$ cat config.mk
export PLATFORM = sky130hd
export DESIGN_NAME = adc_seq_ctrl
export DESIGN_NICKNAME = d
export VERILOG_FILES = /design/src/rtl/adc_seq_pkg.sv /design/src/rtl/adc_seq_fifo.sv /design/src/rtl/adc_seq_table.sv /design/src/rtl/adc_seq_engine.sv /design/src/rtl/adc_seq_ctrl.sv
export SDC_FILE = /design/constraint.sdc
export NUM_CORES = 1
export LEC_CHECK = 0
export BUFFER_PORTS_ARGS = -buffer_cell sky130_fd_sc_hd__buf_4
export CAP_MARGIN = 40
export CELL_PAD_IN_SITES_DETAIL_PLACEMENT = 1
export CELL_PAD_IN_SITES_GLOBAL_PLACEMENT = 2
export CORE_UTILIZATION = 30
export CTS_CLUSTER_DIAMETER = 50
export DETAILED_ROUTE_END_ITERATION = 7
export PLACE_DENSITY = 0.65
export SLEW_MARGIN = 0
export SYNTH_ARGS = -nofsm -noshare
export SYNTH_HDL_FRONTEND = slang
export SYNTH_SLANG_ARGS = --single-unit
$ cat constraint.sdc
create_clock -name clk_i -period 4 [get_ports clk_i]
set_input_delay 0.6 -clock clk_i [delete_from_list [all_inputs] [get_ports clk_i]]
set_output_delay 0.6 -clock clk_i [all_outputs]
set_load 0.02 [all_outputs]
$ cat src/rtl/adc_seq_pkg.sv
package adc_seq_pkg;

  typedef enum logic [2:0] {
    OP_SINGLE   = 3'd0,
    OP_CONT     = 3'd1,
    OP_CAL_RST  = 3'd2,
    OP_CAL_RUN  = 3'd3,
    OP_CAL_LOAD = 3'd4,
    OP_STOP     = 3'd5,
    OP_RSV6     = 3'd6,
    OP_RSV7     = 3'd7
  } op_e;

  typedef enum logic [1:0] {
    ST_IDLE,
    ST_ISSUE,
    ST_WAIT,
    ST_CAL
  } eng_st_e;

  localparam int ADDR_CMD    = 0;
  localparam int ADDR_STAT   = 1;
  localparam int ADDR_IEN    = 2;
  localparam int ADDR_SAMPLE = 3;
  localparam int ADDR_COUNT  = 4;

  localparam int STAT_DONE = 0;
  localparam int STAT_OVF  = 1;
  localparam int STAT_PASS = 2;
  localparam int STAT_W    = 3;

  localparam int SAMPLE_W = 12;
  localparam int CHAN_W   = 5;
  localparam int WIN_W    = 8;

  typedef struct packed {
    logic [WIN_W-1:0] win;
    logic [1:0]       res;
    logic [4:0]       ns;
    logic             ie;
    op_e              op;
  } cmd_t;

  function automatic cmd_t unpack_cmd(input logic [31:0] w);
    cmd_t c;
    c.win = w[31:24];
    c.res = w[15:14];
    c.ns  = w[8:4];
    c.ie  = w[3];
    c.op  = op_e'(w[2:0]);
    return c;
  endfunction

endpackage

$ cat src/rtl/adc_seq_fifo.sv
module adc_seq_fifo #(
  parameter int DEPTH = 32,
  parameter int DW    = 12,
  localparam int PW   = $clog2(DEPTH),
  localparam int CW   = $clog2(DEPTH + 1)
) (
  input  logic          clk_i,
  input  logic          rst_ni,
  input  logic          push_i,
  input  logic [DW-1:0] din_i,
  input  logic          pop_i,
  input  logic          flush_i,
  output logic [DW-1:0] dout_o,
  output logic [CW-1:0] count_o,
  output logic          full_o,
  output logic          empty_o,
  output logic          drop_o
);

  logic [DW-1:0] mem [DEPTH];
  logic [PW-1:0] wr_q, rd_q;
  logic [CW-1:0] cnt_q;
  logic          do_pop, do_push;

  assign full_o  = (cnt_q == CW'(DEPTH));
  assign empty_o = (cnt_q == '0);
  assign do_pop  = pop_i & ~empty_o & ~flush_i;
  // a pop in the same cycle frees a slot for the push
  assign do_push = push_i & ~flush_i & (~full_o | do_pop);
  assign drop_o  = push_i & ~flush_i & full_o & ~do_pop;
  assign dout_o  = mem[rd_q];
  assign count_o = cnt_q;

  function automatic logic [PW-1:0] nxt(input logic [PW-1:0] p);
    return (p == PW'(DEPTH - 1)) ? '0 : p + 1'b1;
  endfunction

  always_ff @(posedge clk_i) begin
    if (do_push) mem[wr_q] <= din_i;
  end

  always_ff @(posedge clk_i or negedge rst_ni) begin
    if (!rst_ni) begin
      wr_q  <= '0;
      rd_q  <= '0;
      cnt_q <= '0;
    end else if (flush_i) begin
      wr_q  <= '0;
      rd_q  <= '0;
      cnt_q <= '0;
    end else begin
      if (do_push) wr_q <= nxt(wr_q);
      if (do_pop)  rd_q <= nxt(rd_q);
      case ({do_push, do_pop})
        2'b10:   cnt_q <= cnt_q + 1'b1;
        2'b01:   cnt_q <= cnt_q - 1'b1;
        default: cnt_q <= cnt_q;
      endcase
    end
  end

endmodule

$ cat src/rtl/adc_seq_table.sv
module adc_seq_table #(
  parameter int WORDS = 8,
  localparam int WA   = $clog2(WORDS),
  localparam int IW   = WA + 2
) (
  input  logic          clk_i,
  input  logic          rst_ni,
  input  logic          we_i,
  input  logic [WA-1:0] addr_i,
  input  logic [31:0]   wdata_i,
  output logic [31:0]   rdata_o,
  input  logic [IW-1:0] idx_i,
  output logic [7:0]    entry_o
);

  logic [31:0] words_q [WORDS];

  for (genvar g = 0; g < WORDS; g++) begin : g_word
    always_ff @(posedge clk_i or negedge rst_ni) begin
      if (!rst_ni)                             words_q[g] <= '0;
      else if (we_i && addr_i == WA'(g))       words_q[g] <= wdata_i;
    end
  end

  assign rdata_o = words_q[addr_i];
  assign entry_o = words_q[idx_i[IW-1:2]][idx_i[1:0]*8 +: 8];

endmodule

$ cat src/rtl/adc_seq_engine.sv
module adc_seq_engine
  import adc_seq_pkg::*;
#(
  parameter int IW         = 5,
  parameter int MAX_CHAN   = 18,
  parameter int CAL_CYCLES = 64,
  localparam int CAL_W     = $clog2(CAL_CYCLES)
) (
  input  logic                clk_i,
  input  logic                rst_ni,
  input  logic                cmd_valid_i,
  input  cmd_t                cmd_i,
  input  logic [7:0]          entry_i,
  output logic [IW-1:0]       idx_o,
  output logic                conv_start_o,
  output logic [CHAN_W-1:0]   conv_chan_o,
  output logic [WIN_W-1:0]    conv_window_o,
  output logic [1:0]          conv_res_o,
  input  logic                conv_done_i,
  input  logic [SAMPLE_W-1:0] conv_data_i,
  output logic                push_o,
  output logic [SAMPLE_W-1:0] push_data_o,
  output logic                cmd_done_o,
  output logic                pass_done_o,
  output logic                ie_o
);

  eng_st_e          st_q, st_d;
  logic [IW-1:0]    idx_q, idx_d;
  logic [WIN_W-1:0] win_q, win_d;
  logic [1:0]       res_q, res_d;
  logic [4:0]       ns_q, ns_d;
  logic             ie_q, ie_d, cont_q, cont_d, stop_q, stop_d;
  logic [CAL_W-1:0] cal_q, cal_d;

  logic win_ok, is_start, is_cal, chan_ok, last, adv, stop_now;
  logic [3:0]          shamt;
  logic [SAMPLE_W-1:0] mask;

  assign win_ok   = cmd_i.win >= ({5'd0, cmd_i.res, 1'b0} + 8'd8);
  assign is_start = (cmd_i.op == OP_SINGLE) || (cmd_i.op == OP_CONT);
  assign is_cal   = (cmd_i.op == OP_CAL_RST) || (cmd_i.op == OP_CAL_RUN) ||
                    (cmd_i.op == OP_CAL_LOAD);
  assign chan_ok  = entry_i[CHAN_W-1:0] <= CHAN_W'(MAX_CHAN);
  assign last     = entry_i[7] || (32'(idx_q) == 32'(ns_q)) || (&idx_q);
  assign stop_now = cmd_valid_i && (cmd_i.op == OP_STOP) && cont_q &&
                    ((st_q == ST_ISSUE) || (st_q == ST_WAIT));

  assign shamt       = {1'b0, 2'd3 - res_q, 1'b0};
  assign mask        = {SAMPLE_W{1'b1}} << shamt;
  assign push_data_o = conv_data_i & mask;

  assign idx_o         = idx_q;
  assign conv_chan_o   = entry_i[CHAN_W-1:0];
  assign conv_window_o = win_q;
  assign conv_res_o    = res_q;
  assign ie_o          = ie_q;

  always_comb begin
    st_d = st_q;  idx_d = idx_q;  win_d = win_q;  res_d = res_q;
    ns_d = ns_q;  ie_d = ie_q;    cont_d = cont_q; stop_d = stop_q;
    cal_d = cal_q;
    conv_start_o = 1'b0;
    push_o       = 1'b0;
    cmd_done_o   = 1'b0;
    pass_done_o  = 1'b0;
    adv          = 1'b0;
    case (st_q)
      ST_IDLE: begin
        if (cmd_valid_i && is_start && win_ok) begin
          win_d  = cmd_i.win;
          res_d  = cmd_i.res;
          ns_d   = cmd_i.ns;
          ie_d   = cmd_i.ie;
          cont_d = (cmd_i.op == OP_CONT);
          stop_d = 1'b0;
          idx_d  = '0;
          st_d   = ST_ISSUE;
        end else if (cmd_valid_i && is_cal) begin
          ie_d  = cmd_i.ie;
          cal_d = '0;
          st_d  = ST_CAL;
        end
      end
      ST_ISSUE: begin
        if (chan_ok) begin
          conv_start_o = 1'b1;
          st_d         = ST_WAIT;
        end else begin
          adv = 1'b1;
        end
      end
      ST_WAIT: begin
        if (conv_done_i) begin
          push_o = 1'b1;
          adv    = 1'b1;
        end
      end
      ST_CAL: begin
        if (cal_q == CAL_W'(CAL_CYCLES - 1)) begin
          cmd_done_o = 1'b1;
          st_d       = ST_IDLE;
        end else begin
          cal_d = cal_q + 1'b1;
        end
      end
      default: st_d = ST_IDLE;
    endcase

    if (stop_now) stop_d = 1'b1;

    if (adv) begin
      if (!last) begin
        idx_d = idx_q + 1'b1;
        st_d  = ST_ISSUE;
      end else if (cont_q) begin
        pass_done_o = 1'b1;
        if (stop_q || stop_now) begin
          cmd_done_o = 1'b1;
          cont_d     = 1'b0;
          stop_d     = 1'b0;
          st_d       = ST_IDLE;
        end else begin
          idx_d = '0;
          st_d  = ST_ISSUE;
        end
      end else begin
        cmd_done_o = 1'b1;
        st_d       = ST_IDLE;
      end
    end
  end

  always_ff @(posedge clk_i or negedge rst_ni) begin
    if (!rst_ni) begin
      st_q   <= ST_IDLE;
      idx_q  <= '0;
      win_q  <= '0;
      res_q  <= '0;
      ns_q   <= '0;
      ie_q   <= 1'b0;
      cont_q <= 1'b0;
      stop_q <= 1'b0;
      cal_q  <= '0;
    end else begin
      st_q   <= st_d;
      idx_q  <= idx_d;
      win_q  <= win_d;
      res_q  <= res_d;
      ns_q   <= ns_d;
      ie_q   <= ie_d;
      cont_q <= cont_d;
      stop_q <= stop_d;
      cal_q  <= cal_d;
    end
  end

endmodule

$ cat src/rtl/adc_seq_ctrl.sv
module adc_seq_ctrl
  import adc_seq_pkg::*;
#(
  parameter int FIFO_DEPTH = 32,
  parameter int SEQ_WORDS  = 8,
  parameter int MAX_CHAN   = 18,
  parameter int CAL_CYCLES = 64,
  localparam int WA        = $clog2(SEQ_WORDS),
  localparam int AW        = WA + 1,
  localparam int IW        = WA + 2,
  localparam int CNT_W     = $clog2(FIFO_DEPTH + 1)
) (
  input  logic                clk_i,
  input  logic                rst_ni,
  input  logic                bus_req_i,
  input  logic                bus_we_i,
  input  logic [AW-1:0]       bus_addr_i,
  input  logic [31:0]         bus_wdata_i,
  output logic [31:0]         bus_rdata_o,
  output logic                conv_start_o,
  output logic [CHAN_W-1:0]   conv_chan_o,
  output logic [WIN_W-1:0]    conv_window_o,
  output logic [1:0]          conv_res_o,
  input  logic                conv_done_i,
  input  logic [SAMPLE_W-1:0] conv_data_i,
  output logic                irq_o
);

  logic wr, rd, seq_sel, cmd_wr, samp_rd, flush_wr;
  logic [STAT_W-1:0] status_q, en_q, stat_set;

  logic [IW-1:0]       eng_idx;
  logic [7:0]          entry;
  logic [31:0]         tbl_rdata;
  logic                eng_push, eng_done, eng_pass, eng_ie;
  logic [SAMPLE_W-1:0] eng_data, fifo_dout;
  logic [CNT_W-1:0]    fifo_cnt;
  logic                fifo_full, fifo_empty, fifo_drop;

  assign wr       = bus_req_i & bus_we_i;
  assign rd       = bus_req_i & ~bus_we_i;
  assign seq_sel  = bus_addr_i[AW-1];
  assign cmd_wr   = wr & (bus_addr_i == AW'(ADDR_CMD));
  assign samp_rd  = rd & (bus_addr_i == AW'(ADDR_SAMPLE));
  assign flush_wr = wr & (bus_addr_i == AW'(ADDR_SAMPLE)) & (&bus_wdata_i);

  adc_seq_table #(.WORDS(SEQ_WORDS)) u_table (
    .clk_i   (clk_i),
    .rst_ni  (rst_ni),
    .we_i    (wr & seq_sel),
    .addr_i  (bus_addr_i[WA-1:0]),
    .wdata_i (bus_wdata_i),
    .rdata_o (tbl_rdata),
    .idx_i   (eng_idx),
    .entry_o (entry)
  );

  adc_seq_engine #(
    .IW(IW), .MAX_CHAN(MAX_CHAN), .CAL_CYCLES(CAL_CYCLES)
  ) u_engine (
    .clk_i         (clk_i),
    .rst_ni        (rst_ni),
    .cmd_valid_i   (cmd_wr),
    .cmd_i         (unpack_cmd(bus_wdata_i)),
    .entry_i       (entry),
    .idx_o         (eng_idx),
    .conv_start_o  (conv_start_o),
    .conv_chan_o   (conv_chan_o),
    .conv_window_o (conv_window_o),
    .conv_res_o    (conv_res_o),
    .conv_done_i   (conv_done_i),
    .conv_data_i   (conv_data_i),
    .push_o        (eng_push),
    .push_data_o   (eng_data),
    .cmd_done_o    (eng_done),
    .pass_done_o   (eng_pass),
    .ie_o          (eng_ie)
  );

  adc_seq_fifo #(.DEPTH(FIFO_DEPTH), .DW(SAMPLE_W)) u_fifo (
    .clk_i   (clk_i),
    .rst_ni  (rst_ni),
    .push_i  (eng_push),
    .din_i   (eng_data),
    .pop_i   (samp_rd),
    .flush_i (flush_wr),
    .dout_o  (fifo_dout),
    .count_o (fifo_cnt),
    .full_o  (fifo_full),
    .empty_o (fifo_empty),
    .drop_o  (fifo_drop)
  );

  always_comb begin
    stat_set            = '0;
    stat_set[STAT_DONE] = eng_done;
    stat_set[STAT_OVF]  = fifo_drop;
    stat_set[STAT_PASS] = eng_pass;
  end

  // set wins over a same-cycle write-1-to-clear
  always_ff @(posedge clk_i or negedge rst_ni) begin
    if (!rst_ni) begin
      status_q <= '0;
      en_q     <= '0;
    end else begin
      if (wr && bus_addr_i == AW'(ADDR_STAT))
        status_q <= (status_q & ~bus_wdata_i[STAT_W-1:0]) | stat_set;
      else
        status_q <= status_q | stat_set;
      if (wr && bus_addr_i == AW'(ADDR_IEN))
        en_q <= bus_wdata_i[STAT_W-1:0];
    end
  end

  assign irq_o = (status_q[STAT_DONE] & en_q[STAT_DONE] & eng_ie) |
                 (status_q[STAT_OVF]  & en_q[STAT_OVF]) |
                 (status_q[STAT_PASS] & en_q[STAT_PASS]);

  always_comb begin
    bus_rdata_o = '0;
    if (seq_sel) begin
      bus_rdata_o = tbl_rdata;
    end else begin
      case (32'(bus_addr_i))
        ADDR_STAT:   bus_rdata_o = 32'(status_q);
        ADDR_IEN:    bus_rdata_o = 32'(en_q);
        ADDR_SAMPLE: bus_rdata_o = fifo_empty ? '0 : 32'(fifo_dout);
        ADDR_COUNT:  bus_rdata_o = 32'(fifo_cnt);
        default:     bus_rdata_o = '0;
      endcase
    end
  end

endmodule

==> flow_summary.ini <==
[pwr]
powerDensity_mw_per_mm2 = 553
p_leak_nw = 13.7
vdd_drop_max_uv = 360

[global_route]
grt_pass1_vias = 19300
grtUsageTotal = 0.177
grt_start_max_net_pins = 110
overflow = 0
antenna_found_initial = 3
grt_pass1_wl_um = 135000

[worst_setup_path]
ff2ff_setup_slack_ns = 0.64
start_kind = register
crit_type = register to primary output
worstPathRequired_ns = 3.40
crit_buf_inv = 3
cp.depth = 8
critPathTopFamily = multiplexers
endpoint_kind = primary output
r2r_start = u_engine.idx_o[3]
max_stage_delay_ns = 0.56
arrival_ns = 3.34
crit_top_cell = buf_6
cp_cell_sequence = buf_12, mux4_1, mux4_2, mux2_4, a211oi_4, buf_6, o21a_4, buf_6
r2r_end = status_q[2]
slowest_stage = dfrtp_4
crit_path_max_fanout = 7
reg2reg_depth = 11

[timing]
slew_violations = 0
slew_headroom = 0.373
grt_setup_unrepaired = true
hold_viol_final = 0
fin_crit_ns = 3.94
report.final.setup_viol = 0
layout_setup_ws_ns = 0.0582
worst_clock_skew_ns = 0.0312
max_freq_ghz = 0.254
tightest_slew_ns = 0.940
fin_crit_sh = 0.985

[floorplanning]
fp.dieH_um = 324
io_pins = 102
start_util = 0.304
dieArea_mm2 = 0.105
die_x_um = 324
core_area_mm2 = 0.102
fp-row-count = 117

[logic_synthesis]
synth_edf_count = 384
synth_area_mm2 = 0.0311
syn_nets = 1836
synth.distinct_cells = 70
async_flop_share = 0.446
synth.avg_cell_area_um2 = 17.7
synthFlopType = edfxtp_1
ys.warnings.count = 0
syn_inst = 1762
ys_ff_latch = 693
yosysSeqAreaShare = 0.619

[place]
post-place-ws_ns = 0.378
gp_congestion = 0.782
io_buffers = 101
dp_cells = 3214
dp_hpwl_um = 58200

[detailed_routing]
dr.pass1.iters = 5
drt-total-wl_um = 90800
ant_nets = 0
vias_per_cell = 5.18
detail_route.wl_per_cell_um = 26.9
remaining_drc_errors = 0
initialDrtViolationCount = 973
vias = 17500

[job]
drv_cap = 0

[layout]
drive_gt1_frac = 0.439
synthToLayoutAreaGrowth_pct = 20.4
final_net_count = 2018
fill_cells = 10100
stdcell_count = 3381

[cts]
clock_latency_ns = 0.65
cts_buffers = 82
clk_pin_slew_worst_paths_ns = 0.06
htree_levels = 3
cts_tree = built
clock_path_buffers = 3
cts-root-buf = clkbuf_16
ctsHoldBuffers = 0
cts.sinks = 693

[hold_path]
hp-class = primary input to async pin

[status]
status = complete, no violations
==> registers in the layout, indices dropped and copies added, names as in the netlist, 2 cells and up <==
name	flops
u_engine.conv_window_o	8
u_engine.idx_o	5
u_engine.cal_q	6
u_fifo.mem	384
u_fifo.count_o	6
status_q	3
u_table.words_q	256
u_fifo.rd_q	5
u_engine.conv_res_o	2
en_q	3
u_fifo.wr_q	5
u_engine.ns_q	5
u_engine.st_q	2
==> per-layer routing <==
metal	wire length, um	global-route usage	vias to the layer above	share of wire
met5	28	0	-	0.00031
met1	38900	0.233	9571	0.43
met4	2030	0.0496	4	0.022
met2	45500	0.299	435	0.50
met3	4320	0.0303	123	0.048
li1	-	-	7387	-
==> cell usage in the layout (no fill, tap or decap), drive strengths merged, types with 6 or more instances in the layout <==
cell | synthesis | final
and3 | 9 | 9
edfxtp | 384 | 384
mux2 | 295 | 295
dfrtp | 309 | 309
nor2b | 26 | 26
clkbuf | 86 | 113
nand2 | 48 | 48
mux4 | 239 | 239
nand2b | 9 | 9
nand3b | 6 | 6
clkinv | 0 | 18
nand4 | 12 | 12
buf | 40 | 224
and2 | 9 | 9
a21oi | 15 | 15
mux2i | 36 | 36
o21ai | 39 | 39
a22o | 13 | 13
nand3 | 11 | 11
ha | 20 | 20
bufinv | 0 | 9
nor2 | 64 | 64
inv | 17 | 24
==> worst max path at each step <==
stage | start | to | slack (ns)
2_1_floorplan | u_fifo.rd_q[0] | bus_rdata_o[10] | 0.47
6_report | u_engine.idx_o[3] | conv_start_o | 0.06
3_3_place_gp | u_engine.idx_o[3] | conv_start_o | 0.41
3_5_place_dp | u_engine.idx_o[3] | conv_start_o | 0.38
4_1_cts | u_engine.idx_o[3] | conv_start_o | -0.17
5_1_grt | u_engine.idx_o[3] | conv_start_o | -0.05
==> synthesized netlist by cell type, types with 8 or more instances <==
cell | instances | area, um2
edfxtp_1 | 384 | 11500
dfrtp_1 | 309 | 7730
mux2_2 | 275 | 3100
mux4_2 | 232 | 5230
clkbuf_1 | 86 | 323
nor2_1 | 64 | 240
nand2_1 | 48 | 180
mux2i_1 | 36 | 360
buf_1 | 30 | 113
nor2b_1 | 26 | 163
o21ai_0 | 22 | 110
ha_1 | 20 | 250
mux2_1 | 19 | 214
o21ai_1 | 16 | 80.1
inv_1 | 15 | 56.3
a21oi_1 | 14 | 70.1
a22o_1 | 13 | 114
nand4_1 | 12 | 75.1
nand3_1 | 11 | 55.1
and2_1 | 9 | 56.3
nand2b_1 | 9 | 56.3
and3_1 | 8 | 50.1
==> report_power, final <==
| group | switching [mW] | internal (mW) | leakage, nW | total (mW) |
|---|---|---|---|---|
| clock network | 3.08 | 4.62 | 1.36 | 7.69 |
| logic | 2.02 | 2.11 | 5.09 | 4.13 |
| registers | 0.624 | 8.26 | 7.27 | 8.88 |
==> layout make-up <==
cell class                      instances  area [um2]  area share
Sequential cell                       693       19300       0.515
Multi-Input combinational cell        926       11300       0.303
Clock buffer                          113        2280      0.0608
Timing Repair Buffer                  224        2260      0.0603
Tap cell                             1368        1710      0.0457
Clock inverter                         37         515      0.0138
Inverter                               17        63.8     0.00170
Antenna cell                            3        7.51    0.000200
==> what timing repair did <==
action / in CTS / in global routing
endpoints found under the setup margin: 2 / 1
gates resized for setup: 11 / 6
pin swaps: 2 / 2
setup buffers: 11 / 3
cloned: 3 / 0
==> cells by family (layout without fill, tap and decap cells) <==
logic type               count (synthesis)  after routing  synth area share
AO/OA/AOI/OAI                          107            107            0.0233
multiplexers                           570            570             0.292
buffers and inverters                  143            391            0.0184
XOR/XNOR                                 9              9           0.00253
other                                    0              3                 0
flip-flops                             693            693             0.619
adder cells (fa/ha/maj)                 21             21           0.00868
AND/OR/NAND/NOR                        219            219            0.0357
==> per-stage QoR <==
stage / utilization / hold WS [ns] / setup TNS [ns] / instance area [um2] / total power, mW
after floorplan: - / 0.304 / 0 / 31100 / 11.5
after global placement: 0.337 / 0.469 / 0 / 34500 / 13.0
after detailed placement: 0.337 / 0.481 / 0 / 34500 / 13.1
after CTS: 0.366 / 0.0484 / -0.173 / 37500 / 21.0
after global routing: 0.366 / 0.0885 / -0.0470 / 37500 / 21.6
final: 0.366 / 0.0476 / 0 / 37500 / 20.7
(Power assumes the default switching activity.)
